<file path="src/rtl/stack_exec_pkg.sv">
package stack_exec_pkg;

  typedef enum logic [2:0] {
    OP_NONE0 = 3'd0,
    OP_PUSH  = 3'd1,
    OP_POP   = 3'd2,
    OP_ADD   = 3'd3,
    OP_SUB   = 3'd4,
    OP_MUL   = 3'd5,
    OP_NONE6 = 3'd6,
    OP_NONE7 = 3'd7
  } opCode_t;

  typedef enum logic [1:0] {
    ALU_ADD = 2'd0,
    ALU_SUB = 2'd1,
    ALU_MUL = 2'd2
  } aluSel_t;

  // Strobes from control to datapath, valid in the execute cycle only
  typedef struct packed {
    logic    fire;       // an instruction completes at this edge
    logic    loadMem;    // push memory word onto the stack
    logic    storeMem;   // pop the top into memory
    logic    combine;    // two-operand arithmetic
    aluSel_t aluSel;
    logic    flagUnder;
    logic    flagOver;
  } dpStrobe_t;

endpackage

</file>
<file path="src/rtl/stack_exec_ctrl.sv">
module stack_exec_ctrl
  import stack_exec_pkg::*;
#(
  parameter int STACK_DEPTH = 16,
  parameter int PTR_W       = 5,
  parameter int ADDR_W      = 4
) (
  input  logic              clk,
  input  logic              rstN,
  input  logic              instValid,
  input  logic [2:0]        instOp,
  input  logic [ADDR_W-1:0] instAddr,
  input  logic [PTR_W-1:0]  depth,
  output logic              instReady,
  output dpStrobe_t         strobe,
  output logic [ADDR_W-1:0] addrQ
);

  typedef enum logic {S_IDLE, S_EXEC} ctrlState_t;

  localparam logic [PTR_W-1:0] FULL_LVL = PTR_W'(STACK_DEPTH);
  localparam logic [PTR_W-1:0] TWO_LVL  = PTR_W'(2);

  ctrlState_t state;
  opCode_t    opQ;

  assign instReady = (state == S_IDLE);

  always_ff @(posedge clk or negedge rstN) begin
    if (!rstN) begin
      state <= S_IDLE;
      opQ   <= OP_NONE0;
      addrQ <= '0;
    end else begin
      unique case (state)
        S_IDLE: begin
          if (instValid) begin
            opQ   <= opCode_t'(instOp);
            addrQ <= instAddr;
            state <= S_EXEC;
          end
        end
        S_EXEC: state <= S_IDLE;
        default: state <= S_IDLE;
      endcase
    end
  end

  always_comb begin
    strobe = '0;
    if (state == S_EXEC) begin
      strobe.fire = 1'b1;
      unique case (opQ)
        OP_PUSH: begin
          if (depth == FULL_LVL) strobe.flagOver = 1'b1;
          else                   strobe.loadMem  = 1'b1;
        end
        OP_POP: begin
          if (depth == '0) strobe.flagUnder = 1'b1;
          else             strobe.storeMem  = 1'b1;
        end
        OP_ADD, OP_SUB, OP_MUL: begin
          if (depth < TWO_LVL) strobe.flagUnder = 1'b1;
          else                 strobe.combine   = 1'b1;
          strobe.aluSel = (opQ == OP_ADD) ? ALU_ADD :
                          (opQ == OP_SUB) ? ALU_SUB : ALU_MUL;
        end
        default: ;
      endcase
    end
  end

endmodule

</file>
<file path="src/rtl/stack_exec_alu.sv">
module stack_exec_alu
  import stack_exec_pkg::*;
#(
  parameter int DATA_W = 32
) (
  input  aluSel_t           aluSel,
  input  logic [DATA_W-1:0] firstPop,
  input  logic [DATA_W-1:0] secondPop,
  output logic [DATA_W-1:0] result
);

  always_comb begin
    unique case (aluSel)
      ALU_ADD: result = firstPop + secondPop;
      ALU_SUB: result = firstPop - secondPop;
      ALU_MUL: result = firstPop * secondPop;
      default: result = '0;
    endcase
  end

endmodule

</file>
<file path="src/rtl/stack_exec_dp.sv">
module stack_exec_dp
  import stack_exec_pkg::*;
#(
  parameter int              DATA_W      = 32,
  parameter int              STACK_DEPTH = 16,
  parameter int              MEM_WORDS   = 16,
  parameter int              PTR_W       = 5,
  parameter int              ADDR_W      = 4,
  parameter logic [DATA_W-1:0] INIT_BASE = '0,
  parameter logic [DATA_W-1:0] INIT_STEP = '0
) (
  input  logic              clk,
  input  logic              rstN,
  input  dpStrobe_t         strobe,
  input  logic [ADDR_W-1:0] addr,
  output logic [PTR_W-1:0]  depth,
  output logic [DATA_W-1:0] topWord,
  output logic              underflowErr,
  output logic              overflowErr
);

  localparam int IDX_W = (STACK_DEPTH > 1) ? $clog2(STACK_DEPTH) : 1;

  logic [DATA_W-1:0] stackArr [STACK_DEPTH];
  logic [DATA_W-1:0] memArr   [MEM_WORDS];
  logic [IDX_W-1:0]  wrIdx, topIdx, nxtIdx;
  logic [DATA_W-1:0] topVal, nxtVal, memRd, aluOut;

  assign wrIdx  = depth[IDX_W-1:0];
  assign topIdx = IDX_W'(depth - PTR_W'(1));
  assign nxtIdx = IDX_W'(depth - PTR_W'(2));
  assign topVal = stackArr[topIdx];
  assign nxtVal = stackArr[nxtIdx];
  assign memRd  = memArr[addr];

  assign topWord = (depth == '0) ? '0 : topVal;

  stack_exec_alu #(.DATA_W(DATA_W)) u_alu (
    .aluSel   (strobe.aluSel),
    .firstPop (topVal),
    .secondPop(nxtVal),
    .result   (aluOut)
  );

  // One register per stack slot with its own write enable
  for (genvar g = 0; g < STACK_DEPTH; g++) begin : gStack
    always_ff @(posedge clk or negedge rstN) begin
      if (!rstN)
        stackArr[g] <= '0;
      else if (strobe.loadMem && (wrIdx == IDX_W'(g)))
        stackArr[g] <= memRd;
      else if (strobe.combine && (nxtIdx == IDX_W'(g)))
        stackArr[g] <= aluOut;
    end
  end

  // Data memory words, each reset to its computed pattern
  for (genvar g = 0; g < MEM_WORDS; g++) begin : gMem
    localparam logic [DATA_W-1:0] INIT_G = INIT_BASE + DATA_W'(g) * INIT_STEP;
    always_ff @(posedge clk or negedge rstN) begin
      if (!rstN)
        memArr[g] <= INIT_G;
      else if (strobe.storeMem && (addr == ADDR_W'(g)))
        memArr[g] <= topVal;
    end
  end

  always_ff @(posedge clk or negedge rstN) begin
    if (!rstN) begin
      depth        <= '0;
      underflowErr <= 1'b0;
      overflowErr  <= 1'b0;
    end else if (strobe.fire) begin
      underflowErr <= strobe.flagUnder;
      overflowErr  <= strobe.flagOver;
      if (strobe.loadMem)
        depth <= depth + PTR_W'(1);
      else if (strobe.storeMem || strobe.combine)
        depth <= depth - PTR_W'(1);
    end
  end

endmodule

</file>
<file path="src/rtl/stack_exec_unit.sv">
module stack_exec_unit
  import stack_exec_pkg::*;
#(
  parameter int                DATA_W      = 32,
  parameter int                STACK_DEPTH = 16,
  parameter int                MEM_WORDS   = 16,
  parameter logic [DATA_W-1:0] INIT_BASE   = DATA_W'(32'h0000_0011),
  parameter logic [DATA_W-1:0] INIT_STEP   = DATA_W'(32'h9E37_79B9),
  localparam int               ADDR_W      = (MEM_WORDS > 1) ? $clog2(MEM_WORDS) : 1,
  localparam int               PTR_W       = $clog2(STACK_DEPTH + 1)
) (
  input  logic              clk,
  input  logic              rstN,
  input  logic              instValid,
  input  logic [2:0]        instOp,
  input  logic [ADDR_W-1:0] instAddr,
  output logic              instReady,
  output logic [PTR_W-1:0]  stackDepth,
  output logic [DATA_W-1:0] topWord,
  output logic              underflowErr,
  output logic              overflowErr
);

  dpStrobe_t         strobe;
  logic [ADDR_W-1:0] addrQ;

  stack_exec_ctrl #(
    .STACK_DEPTH(STACK_DEPTH),
    .PTR_W      (PTR_W),
    .ADDR_W     (ADDR_W)
  ) u_ctrl (
    .clk      (clk),
    .rstN     (rstN),
    .instValid(instValid),
    .instOp   (instOp),
    .instAddr (instAddr),
    .depth    (stackDepth),
    .instReady(instReady),
    .strobe   (strobe),
    .addrQ    (addrQ)
  );

  stack_exec_dp #(
    .DATA_W     (DATA_W),
    .STACK_DEPTH(STACK_DEPTH),
    .MEM_WORDS  (MEM_WORDS),
    .PTR_W      (PTR_W),
    .ADDR_W     (ADDR_W),
    .INIT_BASE  (INIT_BASE),
    .INIT_STEP  (INIT_STEP)
  ) u_dp (
    .clk         (clk),
    .rstN        (rstN),
    .strobe      (strobe),
    .addr        (addrQ),
    .depth       (stackDepth),
    .topWord     (topWord),
    .underflowErr(underflowErr),
    .overflowErr (overflowErr)
  );

endmodule

</file>
<file path="config.mk">
export PLATFORM = sky130hd
export DESIGN_NAME = stack_exec_unit
export DESIGN_NICKNAME = d
export VERILOG_FILES = /design/src/rtl/stack_exec_pkg.sv /design/src/rtl/stack_exec_ctrl.sv /design/src/rtl/stack_exec_alu.sv /design/src/rtl/stack_exec_dp.sv /design/src/rtl/stack_exec_unit.sv
export SDC_FILE = /design/constraint.sdc
export NUM_CORES = 2
export LEC_CHECK = 0
export BUFFER_PORTS_ARGS = -buffer_cell sky130_fd_sc_hd__buf_4
export CORE_MARGIN = 2
export CORE_UTILIZATION = 55
export DETAILED_ROUTE_END_ITERATION = 12
export GPL_TIMING_DRIVEN = 1
export MAX_ROUTING_LAYER = met4
export PLACE_DENSITY = 0.71
export RECOVER_POWER = 50
export SLEW_MARGIN = 20
export SYNTH_ARGS = -nofsm -noshare
export SYNTH_HDL_FRONTEND = slang
export SYNTH_SLANG_ARGS = --single-unit
</file>
<file path="constraint.sdc">
create_clock -name clk -period 12.7 [get_ports clk]
set_input_delay 0.635 -clock clk [delete_from_list [all_inputs] [get_ports clk]]
set_output_delay 0.635 -clock clk [all_outputs]
set_load 0.005 [all_outputs]
</file>
# --- Word-level counts from Yosys, hierarchy flattened ---
# Index checks and enable logic that the tools add are counted.
totals:
  ff_bits: 1039
  wordCells: 240
  output_inout_bits: 40
op_classes:
  bitwise_logic: 4
  order_cmp: 4
  eq_ne: 53
  reduce_logical: 74
  mul: 1
  addsub: 5
  n_mux: 61
ops:
  columns: ["op", "count"]
  rows:
  - ["$mux W32", 39]
  - ["$bmux W32 S4", 3]
  - ["$eq A4 B4 Y1 const B", 24]
  - ["$pmux W32 S3", 1]
  - ["$eq A4 B3 Y1 const B", 12]
  - ["$logic_and A1 B1 Y1", 48]
  - ["$reduce_bool A2 Y1", 17]
  - ["$add A32 B32 Y32", 1]
  - ["$mul A32 B32 Y32", 1]
  - ["$sub A32 B32 Y32", 1]
  - ["$eq A4 B2 Y1 const B", 6]
  - ["$ge A5 B5 Y1 const B", 3]
  - ["$not A4 Y5", 3]
  - ["$eq A4 B1 Y1 const B", 3]
  - ["$logic_not A4 Y1", 3]
  - ["$mux W1", 10]
  - ["$mux W5", 2]
  - ["$mux W8", 1]
  - ["$eq A3 B2 Y1 const B", 2]
  - ["$eq A3 B3 Y1 const B", 2]
  - ["$add A5 B1 Y5 const B", 1]
  - ["$eq A5 B5 Y1 const B", 1]
  - ["$logic_not A5 Y1", 1]
  - ["$lt A5 B2 Y1 const B", 1]
  - ["13 further kinds", 16]

# --- Logic depth before layout (Yosys ltp) ---
logic_depth:
  ltp_word: 9
  mapped_depth: 51

# --- Cells and area by module ---
# A second synthesis with hierarchy kept.
hier_totals:
  hier_cells: 6414
  hier_area_um2: 74108.6
modules_own_cells:
  columns: ["module", "seq_area_each_um2", "cells_per_inst", "area_per_inst_um2", "instances"]
  rows:
  - ["stack_exec_dp", 26102.5, 4283, 55513.2, 1]
  - ["stack_exec_alu", 0.0, 2094, 18176.2, 1]
  - ["stack_exec_ctrl", 200.2, 37, 419.2, 1]

# --- Worst setup path after synthesis ---
# OpenSTA, ideal clock, no wires.
synth_path:
  path_type: "flip-flop to flip-flop"
  startpoint: "reg u_dp.depth[1]"
  endpoint: "reg u_dp.stackArr[95] in the netlist's numbering"
  arrival_time_ps: 11184
  path_slack_ps: 1389
  period_less_slack_ps: 11311
  path_stages_with_launch: 46
  setup_time_ps: 128
  n_path_buf: 14
  path_cell_list: "dfrtp_1 -> buf_4 -> buf_4 -> buf_2 -> buf_4 -> buf_4 -> clkbuf_1 -> inv_1 -> ha_1 -> buf_2 -> buf_2 -> buf_4 -> buf_2 -> clkbuf_1 -> mux4_2 -> nand2_1 -> nand2_1 -> o21ai_0 -> [10 not listed] -> inv_1 -> fa_1 -> inv_1 -> fa_1 -> fa_1 -> ha_1 -> inv_1 -> o21bai_1 -> a21oi_1 -> o21bai_1 -> a21oi_1 -> o21ai_0 -> a211oi_1 -> o41ai_1 -> xnor2_1 -> a211oi_2 -> buf_6 -> o21ai_2"
synth_between:
  elab_chain_len: 9
synth_rtl:
  columns: ["element", "line_no", "rtl"]
  rows:
  - ["start, declared", "stack_exec_dp.sv:16", "output logic [PTR_W-1:0] depth,"]
  - ["start signal, assigned", "stack_exec_dp.sv:77", "depth <= depth + PTR_W'(1);"]
  - ["start signal, assigned", "stack_exec_dp.sv:79", "depth <= depth - PTR_W'(1);"]
  - ["$sub A5 B1 Y5 / $sub A4 B2 Y4 (equally long branches)", null, null]
  - ["$not A4 Y5 (on tied branches)", "stack_exec_dp.sv:32, stack_exec_dp.sv:33", null]
  - ["$bmux W32 S4 (on tied branches)", "stack_exec_dp.sv:32, stack_exec_dp.sv:33", null]
  - ["$mux W32 (on tied branches) (2 in a row)", "stack_exec_dp.sv:32, stack_exec_dp.sv:33", null]
  - ["$mul A32 B32 Y32, or another cell as far along", "stack_exec_alu.sv:16", "ALU_MUL: result = firstPop * secondPop;"]
  - ["$pmux W32 S3", "stack_exec_alu.sv:13", "unique case (aluSel)"]
  - ["$mux W32", "stack_exec_dp.sv:52", "else if (strobe.combine && (nxtIdx == IDX_W'(g)))"]
  - ["$mux W32", "stack_exec_dp.sv:50", "else if (strobe.loadMem && (wrIdx == IDX_W'(g)))"]
  - ["end signal, assigned by index", "stack_exec_dp.sv:51", "stackArr[g] <= memRd;"]
  - ["end signal, assigned by index", "stack_exec_dp.sv:53", "stackArr[g] <= aluOut;"]
  - ["end, declared", "stack_exec_dp.sv:24", "logic [DATA_W-1:0] stackArr [STACK_DEPTH];"]
# Several ways; a longest one is shown, not always the timed one. The select of a mux whose other input is x is not followed.
# A chain may end at the register's enable or synchronous reset.

# --- Worst setup path in the final report ---
layout_path:
  startpoint: "reg u_dp.depth[2]"
  endpoint: "reg u_dp.stackArr[93] in the netlist's numbering"
# The elaborated chain is that of the path after synthesis.

==> summary.md <==
| Metric | Value |
|---|---|
| Crit-path max FO | 26 |
| WS Path Type | reg2reg |
| DRT Pass-1 Iters | 7 |
| Achievable frequency | roughly 0.085 GHz |
| Core Util, Final | 59.95% |
| Most common cell after layout, fill and taps aside | dfrtp_1 |
| Highest-count cells in the layout ignoring fill and taps | dfrtp_1 (791), o21ai_0 (764), nand2_1 (753) |
| Crit path largest cell delay | about 0.82 ns |
| Critical Path End | u_dp.stackArr[93] |
| Setup-failing EPs final | 0 |
| Failing checks | capacitance limit, slew limit |
| Worst r2r dst | u_dp.stackArr[93] |
| # IOs | 50 |
| WL met2 | between 100000 and 150000 um |
| Initial Util | a little under three fifths |
| Site Rows | roughly 130 |
| Worst Skew | 0.06279 ns |
| Yosys warnings | 0 |
| Synthesized area | 70870 um2 |
| Longest Clk Path Bufs | 3 |
| Die height | 363.0 um |
| Met1 Routed Length | between 80000 and 90000 um |
| Startpoint Class | flip-flop |
| Final Hold Viols | 0 |
| EDFF count, synth | 0 |
| Top_reg_cell synth | dfrtp_1 |
| Final Cycle Share | between 90% and 100% |
| Yosys reg bits | between 1000 and 1500 |
| Largest net degree at the start of global routing | approximately 180 |
| Total negative slack | 0 ns |
| GRT overflow | 0 |
| Sink Count | 1039 |
| Slew HR | -296.5% |
| Clock period minus worst slack | around 12 ns |
| Total CTS buffers | between 100 and 150 |
| RSZ-0062 raised after global routing | no |
| R2r worst-path depth | 30 |
| Initial antenna violation count | 7 |
| Critical Path End Type | flip-flop |
| Wirelength, routed | 250900 um |
| Avg WL per Cell | a little over 30 um |
| Max Cap Violations | 26 |
| Syn Nets | between 7000 and 8000 |
| Worst Setup SP | u_dp.depth[2] |
| Outcome | finished, violations left |
| Residual DRC | 0 |
| H-tree depth | 3 |
| Leading area contributor after synthesis | dfrtp_1 |
| Port buffer count | 49 |
| Post-synthesis cell count | ~6600 |
| R2R Setup Slk | between 0.8 and 0.9 ns |
| Layout area overhead | 8.014% |
| Share of the yosys chip area belonging to registers | 37.11% |
| Yosys top cell area share | about 28% |
| Vias | about 56000 |
| R2R Path Start | u_dp.depth[2] |
| Vias in the first global route | 56260 |
| CP arrival | between 10 and 15 ns |
| Met3 WL | 35720 um |
| Worst-Skew Late Latency | just under 0.8 ns |
| Cell area after layout | between 70000 and 80000 um2 |
| Slew @ Worst Pin | slightly below 6 ns |
| Worst hold path type | in2reg |
| Slew Limit Fails | ~1500 |
| Die X | 363.0 um |
| Layout Nets | about 6900 |
| Iteration-0 DRC count of the detailed router | about 8000 |
| Async SR Flop Fraction | 100.0% |
| Placed Area | ~73000 um2 |
| Detailed placement HPWL | 161100 um |
| Worst endpoint required time | between 10 and 15 ns |
| Share of cells above drive strength 1 | 21.06% |
| Count of different cell masters after synthesis | 84 |
| Fill cells | between 10000 and 15000 |
| Most frequent CP cell | fa_1 |
| DIE AREA | between 100000 and 150000 um2 |
| GPL Wtd Cong | approximately 1.0 |
| Core area | ~130000 um2 |
| Crit path max-delay cell type | dfrtp_1 |
| Ranking of synthesized cells by area | dfrtp_1 (28%), mux4_2 (12%), fa_1 (12%), dfstp_2 (9.0%), o21ai_0 (5.5%) |
| Routed Antenna Nets | 0 |
| Post-CTS sizing | 0 |
| CTS tree | done |
| Global-route wire length before repair | ~370000 um |
| Tot GR Track Use | 39.53% |
| Top Metal Used | met4 |
| Root buf cell | clkbuf_16 |
| Vias per cell | between 6 and 7 |
| Clock slew at reported path FFs | 0.06 ns |
| Synthesized area per cell | between 10 and 15 um2 |
logic make-up after synthesis:
family	count (synthesis)	synth area share [%]
flip-flops	1039	37.11
multiplexers	673	17.98
AND/OR/NAND/NOR	1497	8.789
buffers and inverters	1043	6.110
AO/OA/AOI/OAI	1593	13.69
adder cells (fa/ha/maj)	574	14.46
XOR/XNOR	147	1.859
cell usage after synthesis (12+ instances only):
cell      number
or2_2         33
clkbuf_1     429
mux2i_1       46
a21oi_1      134
nand3_1       63
o21ai_0      775
nand4_1       12
buf_6         12
mux4_2       386
nand2b_1      18
xnor2_1      113
xor2_1        30
a31oi_1       19
o21ai_1       49
nor2b_1       34
a22oi_1      387
and2_1        31
o21ai_2       14
buf_1         23
a21o_1        32
nand2_1      755
mux2_2       179
buf_2         65
mux4_1        56
nor2_1       472
a221o_1       49
nor3_1        26
ha_1         161
buf_4         26
and3_1        24
fa_1         409
dfrtp_1      797
o22ai_1       51
inv_1        467
dfstp_2      242
registers in the layout, summed over array words and instances (netlist names):
signal,cells
u_dp.stackArr,512
u_dp.memArr,512
u_ctrl.addrQ,4
u_dp.overflowErr,1
u_ctrl.state,1
u_dp.underflowErr,1
u_dp.depth,5
u_ctrl.opQ,3
repair_timing:
action                                 CTS  global route
buffers inserted                         0             0
hold buffers                             1             0
endpoints found under the hold margin   57             0
worst max-delay path: cells and delay by family (launching register included):
family	cells	cell delay [ns]
compound gates	4	1.21
flops	1	0.82
fa+ha+maj	10	4.55
mux	2	0.89
buf+inv	6	1.51
simple gates	7	1.90
xor+xnor	1	0.68
how the worst min path moves through the flow:
| stage | start | endpoint | depth (start not counted) | slack [ns] |
|---|---|---|---|---|
| 3_5_place_dp | u_dp.memArr[173] | u_dp.memArr[173] | 2 | 0.47 |
| 3_3_place_gp | u_dp.memArr[403] | u_dp.memArr[403] | 2 | 0.46 |
| 2_1_floorplan | rstN | u_ctrl.addrQ[0] | 0 | 0.34 |
| 6_report | instAddr[2] | u_ctrl.addrQ[2] | 2 | 0.11 |
| 4_1_cts | instAddr[1] | u_ctrl.addrQ[1] | 2 | 0.08 |
| 5_1_grt | instAddr[3] | u_ctrl.addrQ[3] | 2 | 0.10 |
per-stage QoR:
| step | worst slack [ns] | instances | hold slack, ns |
|---|---|---|---|
| finish | 0.8834 | 8102 | 0.1140 |
| global route | 0.3562 | 8100 | 0.1021 |
| CTS | 1.180 | 8095 | 0.07803 |
| detailed placement | 1.250 | 7891 | 0.4654 |
| global placement | 1.559 | 7888 | 0.4565 |
| floorplan | 1.389 | 6566 | 0.3394 |
metal layers:
metal  vias to the layer above  GRT usage [%]
met2                      4278          55.40
li1                      22650              -
met4                         0          23.19
met1                     28450          49.55
met3                      1083          13.97
met5                         -              -
layout make-up:
type / instances / area, um2 / share of cell area, %
Antenna cell: 7 / 17.52 / 0.02288
Clock buffer: 167 / 3288 / 4.296
Clock inverter: 36 / 520.5 / 0.6800
Inverter: 476 / 1787 / 2.334
Multi-Input combinational cell: 4484 / 40790 / 53.29
Sequential cell: 1039 / 26320 / 34.39
Tap cell: 1662 / 2079 / 2.717
Timing Repair Buffer: 231 / 1739 / 2.272
Power is left out: the tool's default activity adds up to more than one toggle a clock period on the data nets, which glitch-free logic cannot reach.
